### src/rtl/canwake_detect.sv
module canwake_detect #(
  parameter int FILT_CYC = 8,
  parameter int WAKE_CYC = 200
) (
  input  logic clk,
  input  logic rst_n,
  input  logic enable,
  input  logic supply_low,
  input  logic bus_dom,
  output logic wake_n,
  output logic wake_pulse
);
  localparam int FW = $clog2(FILT_CYC + 1);
  localparam int TW = $clog2(WAKE_CYC + 1);

  typedef enum logic [1:0] {S_IDLE, S_DOM1, S_REC, S_WOKE} st_t;

  logic [1:0]    sync;
  logic          flt;
  logic [FW-1:0] run;
  logic [TW-1:0] tmr;
  st_t           st;

  wire active = enable & ~supply_low;
  wire lvl    = sync[1];
  wire differ = lvl != flt;
  wire settle = differ && (run == FW'(FILT_CYC - 1));
  wire rise   = settle & lvl;
  wire fall   = settle & ~lvl;
  wire expire = tmr == TW'(WAKE_CYC - 1);

  always_ff @(posedge clk or negedge rst_n)
    if (!rst_n) sync <= '0;
    else        sync <= {sync[0], bus_dom};

  always_ff @(posedge clk or negedge rst_n)
    if (!rst_n) begin
      flt <= 1'b0;
      run <= '0;
    end else if (!active || !differ) begin
      if (!active) flt <= 1'b0;
      run <= '0;
    end else if (settle) begin
      flt <= lvl;
      run <= '0;
    end else begin
      run <= run + 1'b1;
    end

  always_ff @(posedge clk or negedge rst_n)
    if (!rst_n) begin
      st         <= S_IDLE;
      tmr        <= '0;
      wake_pulse <= 1'b0;
    end else if (!active) begin
      st         <= S_IDLE;
      tmr        <= '0;
      wake_pulse <= 1'b0;
    end else begin
      wake_pulse <= 1'b0;
      case (st)
        S_IDLE:
          if (rise) begin
            st  <= S_DOM1;
            tmr <= '0;
          end
        S_DOM1, S_REC:
          if (st == S_REC && rise) begin
            st         <= S_WOKE;
            wake_pulse <= 1'b1;
          end else if (expire) begin
            st <= S_IDLE;
          end else begin
            tmr <= tmr + 1'b1;
            if (st == S_DOM1 && fall) st <= S_REC;
          end
        default: st <= S_WOKE;
      endcase
    end

  assign wake_n = st != S_WOKE;
endmodule

### config.mk
export PLATFORM = sky130hd
export DESIGN_NAME = canwake_detect
export DESIGN_NICKNAME = d
export VERILOG_FILES = /design/src/rtl/canwake_detect.sv
export SDC_FILE = /design/constraint.sdc
export NUM_CORES = 1
export LEC_CHECK = 0
export ABC_AREA = 0
export BUFFER_PORTS_ARGS = -buffer_cell sky130_fd_sc_hd__buf_2
export CAP_MARGIN = 10
export CORE_MARGIN = 2
export CORE_UTILIZATION = 58
export DETAILED_ROUTE_END_ITERATION = 10
export PLACE_DENSITY = 0.86
export SLEW_MARGIN = 25
export SYNTH_ARGS = -nofsm -noshare
export SYNTH_HDL_FRONTEND = slang
export SYNTH_SLANG_ARGS = --single-unit
### constraint.sdc
create_clock -name clk -period 2.8 [get_ports clk]
set_input_delay 0.28 -clock clk [delete_from_list [all_inputs] [get_ports clk]]
set_output_delay 0.28 -clock clk [all_outputs]
set_load 0.1 [all_outputs]
==> impl.org, run 1 <==
** Power
- Dividing total power by cell area gives a power density of 366 mW/mm^2.
- IR analysis of the VDD net gives a maximum drop of 0.000353 V.
- Leakage power :: 0.458 nW
- The completed layout was analyzed and its total power is 0.408 mW.

** Layout
- After the last flow step, the layout net total stands at 128.
- The area growth from synthesis to layout is 7.63%.
- Ant. Diodes :: 0
- Leading cell type in the layout, fill and taps excluded :: sky130_fd_sc_hd__dfrtp_1
- FILL cells :: 132
- In the layout the commonest cells are 18 x sky130_fd_sc_hd__dfrtp_1, 10 x sky130_fd_sc_hd__nand2_1, 9 x sky130_fd_sc_hd__nor2_1.
- Of the cells placed in the final design, the portion with a size suffix greater than 1 is 0.139.

** Floorplan
- The core region is 0.00171 sq mm.
- The die is 46.2 um tall.
- The floorplan has 15 rows.
- For this configuration, the core starts out at a cell density of 0.605.
- # IOs :: 7
- Die area :: 0.00214 sq mm
- Overall die width :: 46.2 um

** GRT
- For this run, global-route usage on met1 was measured as 0.303.
- Global-route wire length before repair :: 3.35 mm
- In this run the most used layer during global routing was met2.
- The number of antenna violations at the first check in global routing came to 0.
- For met2 alone, demand over resource in global routing was 0.336.
- Entering global routing, the biggest net connects 19 pins.
- Total gr overflow :: 0
- GRT Util Overall :: 0.225
- Via count of the first global-routing pass :: 778
- M3 GR Usage :: 0.0392

** Worst setup path
- CP required :: 3.03 ns
- In this run the worst path has a maximum fanout of 11.
- The worst setup path is launched from a flop.
- On the worst path, the slowest cell contributes a delay of 0.52 ns.
- Slowest-stage cell, CP :: sky130_fd_sc_hd__or4_4
- Arr. time, crit path :: 2.44 ns
- Worst reg2reg path startpoint :: run[0]$_DFF_PN0_
- Critical path, cell by cell :: ha_1, and3b_1, a21boi_1, or4_4, or3_1, o21ai_1
- Kind of capture point of the worst setup path :: flop
- The critical path starts at run[0]$_DFF_PN0_.
- The worst setup path is of the flop to flop kind.

** Timing
- Unrepaired setup endpoints after global routing :: no
- Maximum clock frequency :: 454 MHz
- Actual transition at the worst max-transition pin :: 0.777 ns
- Ratio of final minimum period to clock period :: 0.787
- Maximum clock skew at final layout :: 0.00461 ns
- Setup Viol. Count Final :: 0
- In the final timing run, aggregate negative setup slack is 0 ns.
- For the finished layout, the period the worst path requires is 2.20 ns.
- Final hold violations :: 0
- In this run the tightest slew margin relative to its limit is 0.481.
- The number of max-slew violations in the final report is 0.

** Drt
- Post-DR vias/cell :: 5.94
- WL/cell :: 13.7 um
- Summed over all layers, the routed wires come to 1.91 mm.
- Once detail routing completed, the nets flagged for antenna violations numbered 0.
- Length of the first detailed-routing pass in iterations :: 4
- In this run, the number of DRC markers left after iteration 0 of detailed routing was 30.
- Number of remaining DRC errors :: 0
- For this block, the via count after detailed routing is 831.

** Hold path
- Hold_sp :: bus_dom
- The path class of the tightest hold or removal check is input pin to flop.

** Clock tree
- The later pin in the worst-skew pair is clocked with a latency of 0.30 ns.
- After clock tree synthesis, the clock-pin slew on the worst setup and hold paths is 0.10 ns.
- The tree is rooted in a sky130_fd_sc_hd__clkbuf_4.
- Maximum clock insertion buffer count :: 2
- TritonCTS built the clock tree.
- Post-CTS repair changed the size of 0 cells.
- In this run the number of H-tree levels came out at 1.
- For this design, the sink count on the clock tree is 18.
- Buffers inserted during clock tree synthesis total 3.

** Logic synthesis
- Synth cell types :: 36
- Net Count, Synth :: 119
- After synthesis the cells add up to 0.00103 sq mm.
- Averaged over all synthesized cells, the footprint is 9.57 sq um.
- For this run, the number of Yosys warnings is 0.
- Synthesis inferred 18 register bits.
- Of the synthesized area, sequential elements account for 0.436.
- Synthesis handed over a netlist of 108 instances.

** Placed design
- The HPWL after detailed placement is 1.39 mm.
- Global placement routability congestion :: 0.781
- In this run the tool buffered the top-level ports with 6 buffer cells.

** Run status
- Status :: complete, no violations

** Job
- The tool flagged a number of max-cap violations equal to 0.
[final timing paths]
| kind | cells after the start | end | slack, ns |
|---|---|---|---|
| min in group asynchronous | 2 | tmr[5]$_DFFE_PN0P_ | 0.43 |
| min | 1 | sync[0]$_DFF_PN0_ | 0.08 |
| min reg2reg | 0 | sync[1]$_DFF_PN0_ | 0.38 |
| max reg2reg | 6 | tmr[3]$_DFFE_PN0P_ | 0.60 |
| max | 6 | tmr[3]$_DFFE_PN0P_ | 0.60 |
| max in group asynchronous | 2 | sync[1]$_DFF_PN0_ | 2.08 |
[state kept, by name, indices dropped and copies added, names as in the netlist]
register    count
wake_pulse      1
run             4
sync            2
st              2
flt             1
tmr             8
[final cells by class]
| class | count | area (sq um) | area share |
|---|---|---|---|
| repair buffers | 8 | 47.5 | 0.0427 |
| inverters | 5 | 18.8 | 0.0169 |
| well taps | 25 | 31.3 | 0.0281 |
| multi-input cells | 81 | 542 | 0.487 |
| clock buffers | 3 | 22.5 | 0.0202 |
| flip-flops and latches | 18 | 450 | 0.405 |
[through the flow]
step / instances / hold slack [ns] / setup slack, ns / area (sq um) / util
final: 140 / 0.0840 / 0.597 / 1110 / 0.651
after global routing: 140 / 0.0692 / 0.466 / 1110 / 0.651
after CTS: 140 / 0.0816 / 0.451 / 1110 / 0.651
after detailed placement: 136 / 0.225 / 0.466 / 1080 / 0.632
after global placement: 136 / 0.223 / 0.592 / 1080 / 0.632
after floorplan: 108 / -0.0156 / 0.691 / 1030 / -
[where the power goes]
group | switching, mW | internal, mW
logic | 0.0110 | 0.00567
registers | 0.00130 | 0.262
clock network | 0.0774 | 0.0502
total | 0.0897 | 0.318
[cell usage after synthesis, drive strengths merged]
cell type / count / area (sq um)
dfrtp: 18 / 450
nand2: 10 / 37.5
nor2: 9 / 33.8
o21ai: 8 / 40.0
nand3: 7 / 35.0
ha: 6 / 75.1
inv: 5 / 18.8
or3: 5 / 31.3
a211oi: 3 / 22.5
a21oi: 3 / 15.0
clkbuf: 3 / 11.3
nor2b: 3 / 18.8
nor3: 3 / 15.0
mux2i: 2 / 20.0
nand2b: 2 / 12.5
nor4b: 2 / 32.5
o311ai: 2 / 17.5
a21boi: 1 / 7.51
a221oi: 1 / 8.76
a31o: 1 / 8.76
a31oi: 1 / 6.26
and3: 1 / 11.3
and3b: 1 / 8.76
buf: 1 / 11.3
nand3b: 1 / 7.51
nand4: 1 / 6.26
nand4b: 1 / 8.76
o2111ai: 1 / 8.76
o211ai: 1 / 7.51
o31a: 1 / 10.0
o41ai: 1 / 8.76
or2: 1 / 6.26
or4: 1 / 11.3
xnor2: 1 / 8.76
[critical path, delay by kind of cell, from the launching register on]
kind | cells | cell delay (ns)
compound gates | 2 | 0.36
flops | 1 | 0.38
fa+ha+maj | 1 | 0.21
simple gates | 3 | 1.20
[routing by layer]
metal / up-vias / part of all wire
met5: - / 0
met1: 386 / 0.45
met2: 33 / 0.47
li1: 408 / -
met4: 0 / 0.021
met3: 4 / 0.061
[cell families (layout without fill, tap and decap cells)]
kind of cell             Yosys count  after routing  share of synthesized area
AND/OR/NAND/NOR                   48             48                      0.268
buffers and inverters              9             16                     0.0400
XOR/XNOR                           1              1                    0.00848
AO/OA/AOI/OAI                     24             24                      0.156
adder cells (fa/ha/maj)            6              6                     0.0726
multiplexers                       2              2                     0.0194
flip-flops                        18             18                      0.436
[what timing repair did]
action / in CTS / in global routing
hold endpoints to repair: 18 / 0
hold buffers: 1 / 0
setup buffers: 0 / 0
(Power assumes the default switching activity.)
==> run 2: changes to the inputs <==
==> constraint.sdc (replaced) <==
create_clock -name clk -period 2.05 [get_ports clk]
set_input_delay 0.205 -clock clk [delete_from_list [all_inputs] [get_ports clk]]
set_output_delay 0.205 -clock clk [all_outputs]
set_load 0.1 [all_outputs]
==> run 2 against run 1 <==
Effect of this change: sequential power up 37%; clock skew up 0.0016 ns; non-clock buffer count rose by 8; critical path depth is the same; core utilization increased by 5.9 points; die area unchanged; first-iteration DRC count is 3.3% higher; final cell count is 6.4% higher; critical path type unchanged.
==> impl.org, run 2 (synthesis gave the netlist of run 1 again) <==
** Run status
- Status :: complete, no violations

** Clock tree
- CTS built an H-tree with a depth of 1.
- In this run, CTS created clock tree buffers numbering 3.
- TritonCTS clock tree :: yes
- CTS sink cnt :: 18
- Clock transition at the registers of the reported paths :: 0.10 ns
- Maximum clock insertion buffer count :: 2
- Clock insertion delay at the later pin of the skew report :: 0.30 ns
- Clock Root Buffer :: sky130_fd_sc_hd__clkbuf_4

** Drt
- Detail Route Antenna Nets :: 0
- Post-DR vias/cell :: 6.03
- Length of the first detailed-routing pass in iterations :: 4
- The first routing iteration left 31 violations.
- Detailed-route wire length :: 2.23 mm
- Summing over every cut layer, the via total after detailed routing is 898.
- WL/cell :: 15.0 um
- After detailed routing, the number of remaining DRC violations is 0.

** GRT
- Maximum number of pins on one net before global-route repair :: 19
- GRT Util Overall :: 0.231
- The total overflow left after global routing is 0.
- Number of antenna violations at the first check in global routing :: 0
- Via count of the first global-routing pass :: 795
- The first global-routing pass estimated 3.42 mm of wire.

** Power
- For this design the static power due to leakage is 0.505 nW.
- Internal power comes to 0.475 mW.
- Of the total power, the share spent switching nets is 0.217.
- Power per standard cell area :: 500 mW/mm^2
- Switching power :: 0.132 mW
- Of the total power, the clock network draws 0.367.
- The share of total power dissipated in sequential elements is 0.593.
- Post-route total power :: 0.607 mW
- The share of total power dissipated in combinational logic is 0.040.
- Maximum resistive drop on vdd :: 0.000441 V

** Layout
- The repair_antennas step left the layout with diodes totalling 0.
- Leaving out fill and tap cells, the most frequent cell in the layout is sky130_fd_sc_hd__dfrtp_1.
- Number of flip-flops under the largest register name :: 8
- Relative to the synthesized area, the layout overhead comes to 17.4%.
- Largest registers ranked by flip-flop count :: tmr: 8 flops, run: 4 flops
- Commonest non-fill, non-tap cells in the layout :: 18 x sky130_fd_sc_hd__dfrtp_1, 10 x sky130_fd_sc_hd__nand2_1, 9 x sky130_fd_sc_hd__nor2_1
- Utilization after layout :: 0.711
- Final nets :: 136
- Layout cells sized above 1 :: 0.210
- tmr holds more flip-flops than any other register.

** Floorplan
- # IOs :: 7
- Measured along the y axis, the die boundary spans 46.2 um.
- The floorplan step defined a die boundary enclosing 0.00214 sq mm.
- Starting utilization of the core area :: 0.605
- Std-Cell Core Area :: 0.00171 sq mm
- Measured along the x axis, the die boundary spans 46.2 um.
- The floorplan has 15 rows.

** Timing
- Ratio of final minimum period to clock period :: 0.986
- For this run, the top clock speed supported by timing is 495 MHz.
- The final hold violation count is 0.
- Adding up every negative setup slack in the final design gives 0 ns.
- Setup repair after global routing could not meet its margin everywhere.
- Setup violations remaining at the end of the flow were counted as 0.
- Measured against its own limit, the worst slew margin works out to 0.679.
- At the pin with the least slew margin, the transition time is 0.484 ns.
- On the final layout, the worst clock skew is 0.00619 ns.
- Counting I/O delays and the setup requirement, the final critical path takes 2.02 ns.
- Final Max Slew Viols :: 0

** Worst setup path
- The most critical setup path has its startpoint at run[0]$_DFF_PN0_.
- Dominant delay contributor by cell family on the critical path :: simple AND/OR/NAND/NOR gates
- Launching element type of the critical path :: flop
- Kind of critical path :: flop to flop
- The signal on the critical path passes through ha_4, and3b_1, and3_4, or4_4, or3_1, o21ai_1.
- Worst path buffer plus inverter count :: 0
- Along the worst path, the maximum fanout reaches 6.
- Slowest-stage cell, CP :: sky130_fd_sc_hd__or4_4
- CP required :: 2.28 ns
- Arr. time, crit path :: 2.25 ns
- The largest single stage delay on the critical path is 0.56 ns.
- Worst reg2reg path startpoint :: run[0]$_DFF_PN0_
- The worst setup path is captured at a flop.

** Job
- Max-cap violations in this run came to 0.

** Hold path
- The tightest min-delay check is of the input pin to flop type.
- In this run the most critical hold path is launched from supply_low.

** Placed design
- Global placement routability congestion :: 0.901
- DP HPWL :: 1.56 mm
- During placement, the flow inserted port buffers numbering 6.
[run 2: tightest hold or removal path, delay by kind of cell]
family,cells,cell delay (ns)
buffers and inverters,1,0.08
and+or+nand+nor,3,0.21
[run 2: worst paths after layout]
check	to	slack, ns	depth (start not counted)
min in group asynchronous	tmr[7]$_DFFE_PN0P_	0.35	2
max in group asynchronous	run[3]$_DFF_PN0_	1.43	2
min	wake_pulse$_DFF_PN0_	0.23	4
max reg2reg	tmr[5]$_DFFE_PN0P_	0.03	6
min reg2reg	sync[1]$_DFF_PN0_	0.37	0
max	tmr[5]$_DFFE_PN0P_	0.03	6
[run 2: timing repair]
item	4_1_cts	5_1_grt
setup endpoints to repair	0	5
setup buffers	0	2
hold buffers	1	1
hold endpoints to repair	18	1
gates resized for setup	0	2
[run 2: layer usage]
layer	routed length, um	up-vias	track usage
met5	0	-	0
met4	46	0	0.137
met3	108	6	0.0392
met2	1100	31	0.361
met1	980	436	0.298
li1	-	425	-
[run 2: power by group through the flow]
stage	clock (mW)	combinational, mW	sequential, mW
after floorplan	0	0.00773	0.366
after global placement	0	0.0210	0.366
after detailed placement	0	0.0218	0.367
after CTS	0.224	0.0234	0.360
after global routing	0.237	0.0283	0.360
final	0.223	0.0242	0.360
[run 2: cell type report]
| cell class | count | area (sq um) |
|---|---|---|
| Sequential cell | 18 | 450 |
| Inverter | 5 | 18.8 |
| Fill cell | 125 | 494 |
| Clock buffer | 4 | 36.3 |
| Tap cell | 25 | 31.3 |
| Multi-Input combinational cell | 81 | 567 |
| Timing Repair Buffer | 16 | 110 |
[run 2: through the flow]
stage	hold WS, ns	worst slack, ns	area (sq um)	std cells
6_report	0.233	0.0288	1210	149
5_1_grt	0.255	-0.0401	1210	149
4_1_cts	0.00345	0.0254	1170	146
3_5_place_dp	0.153	0.0466	1120	141
3_3_place_gp	0.148	0.0769	1120	141
2_1_floorplan	-0.0906	0.00815	1040	108
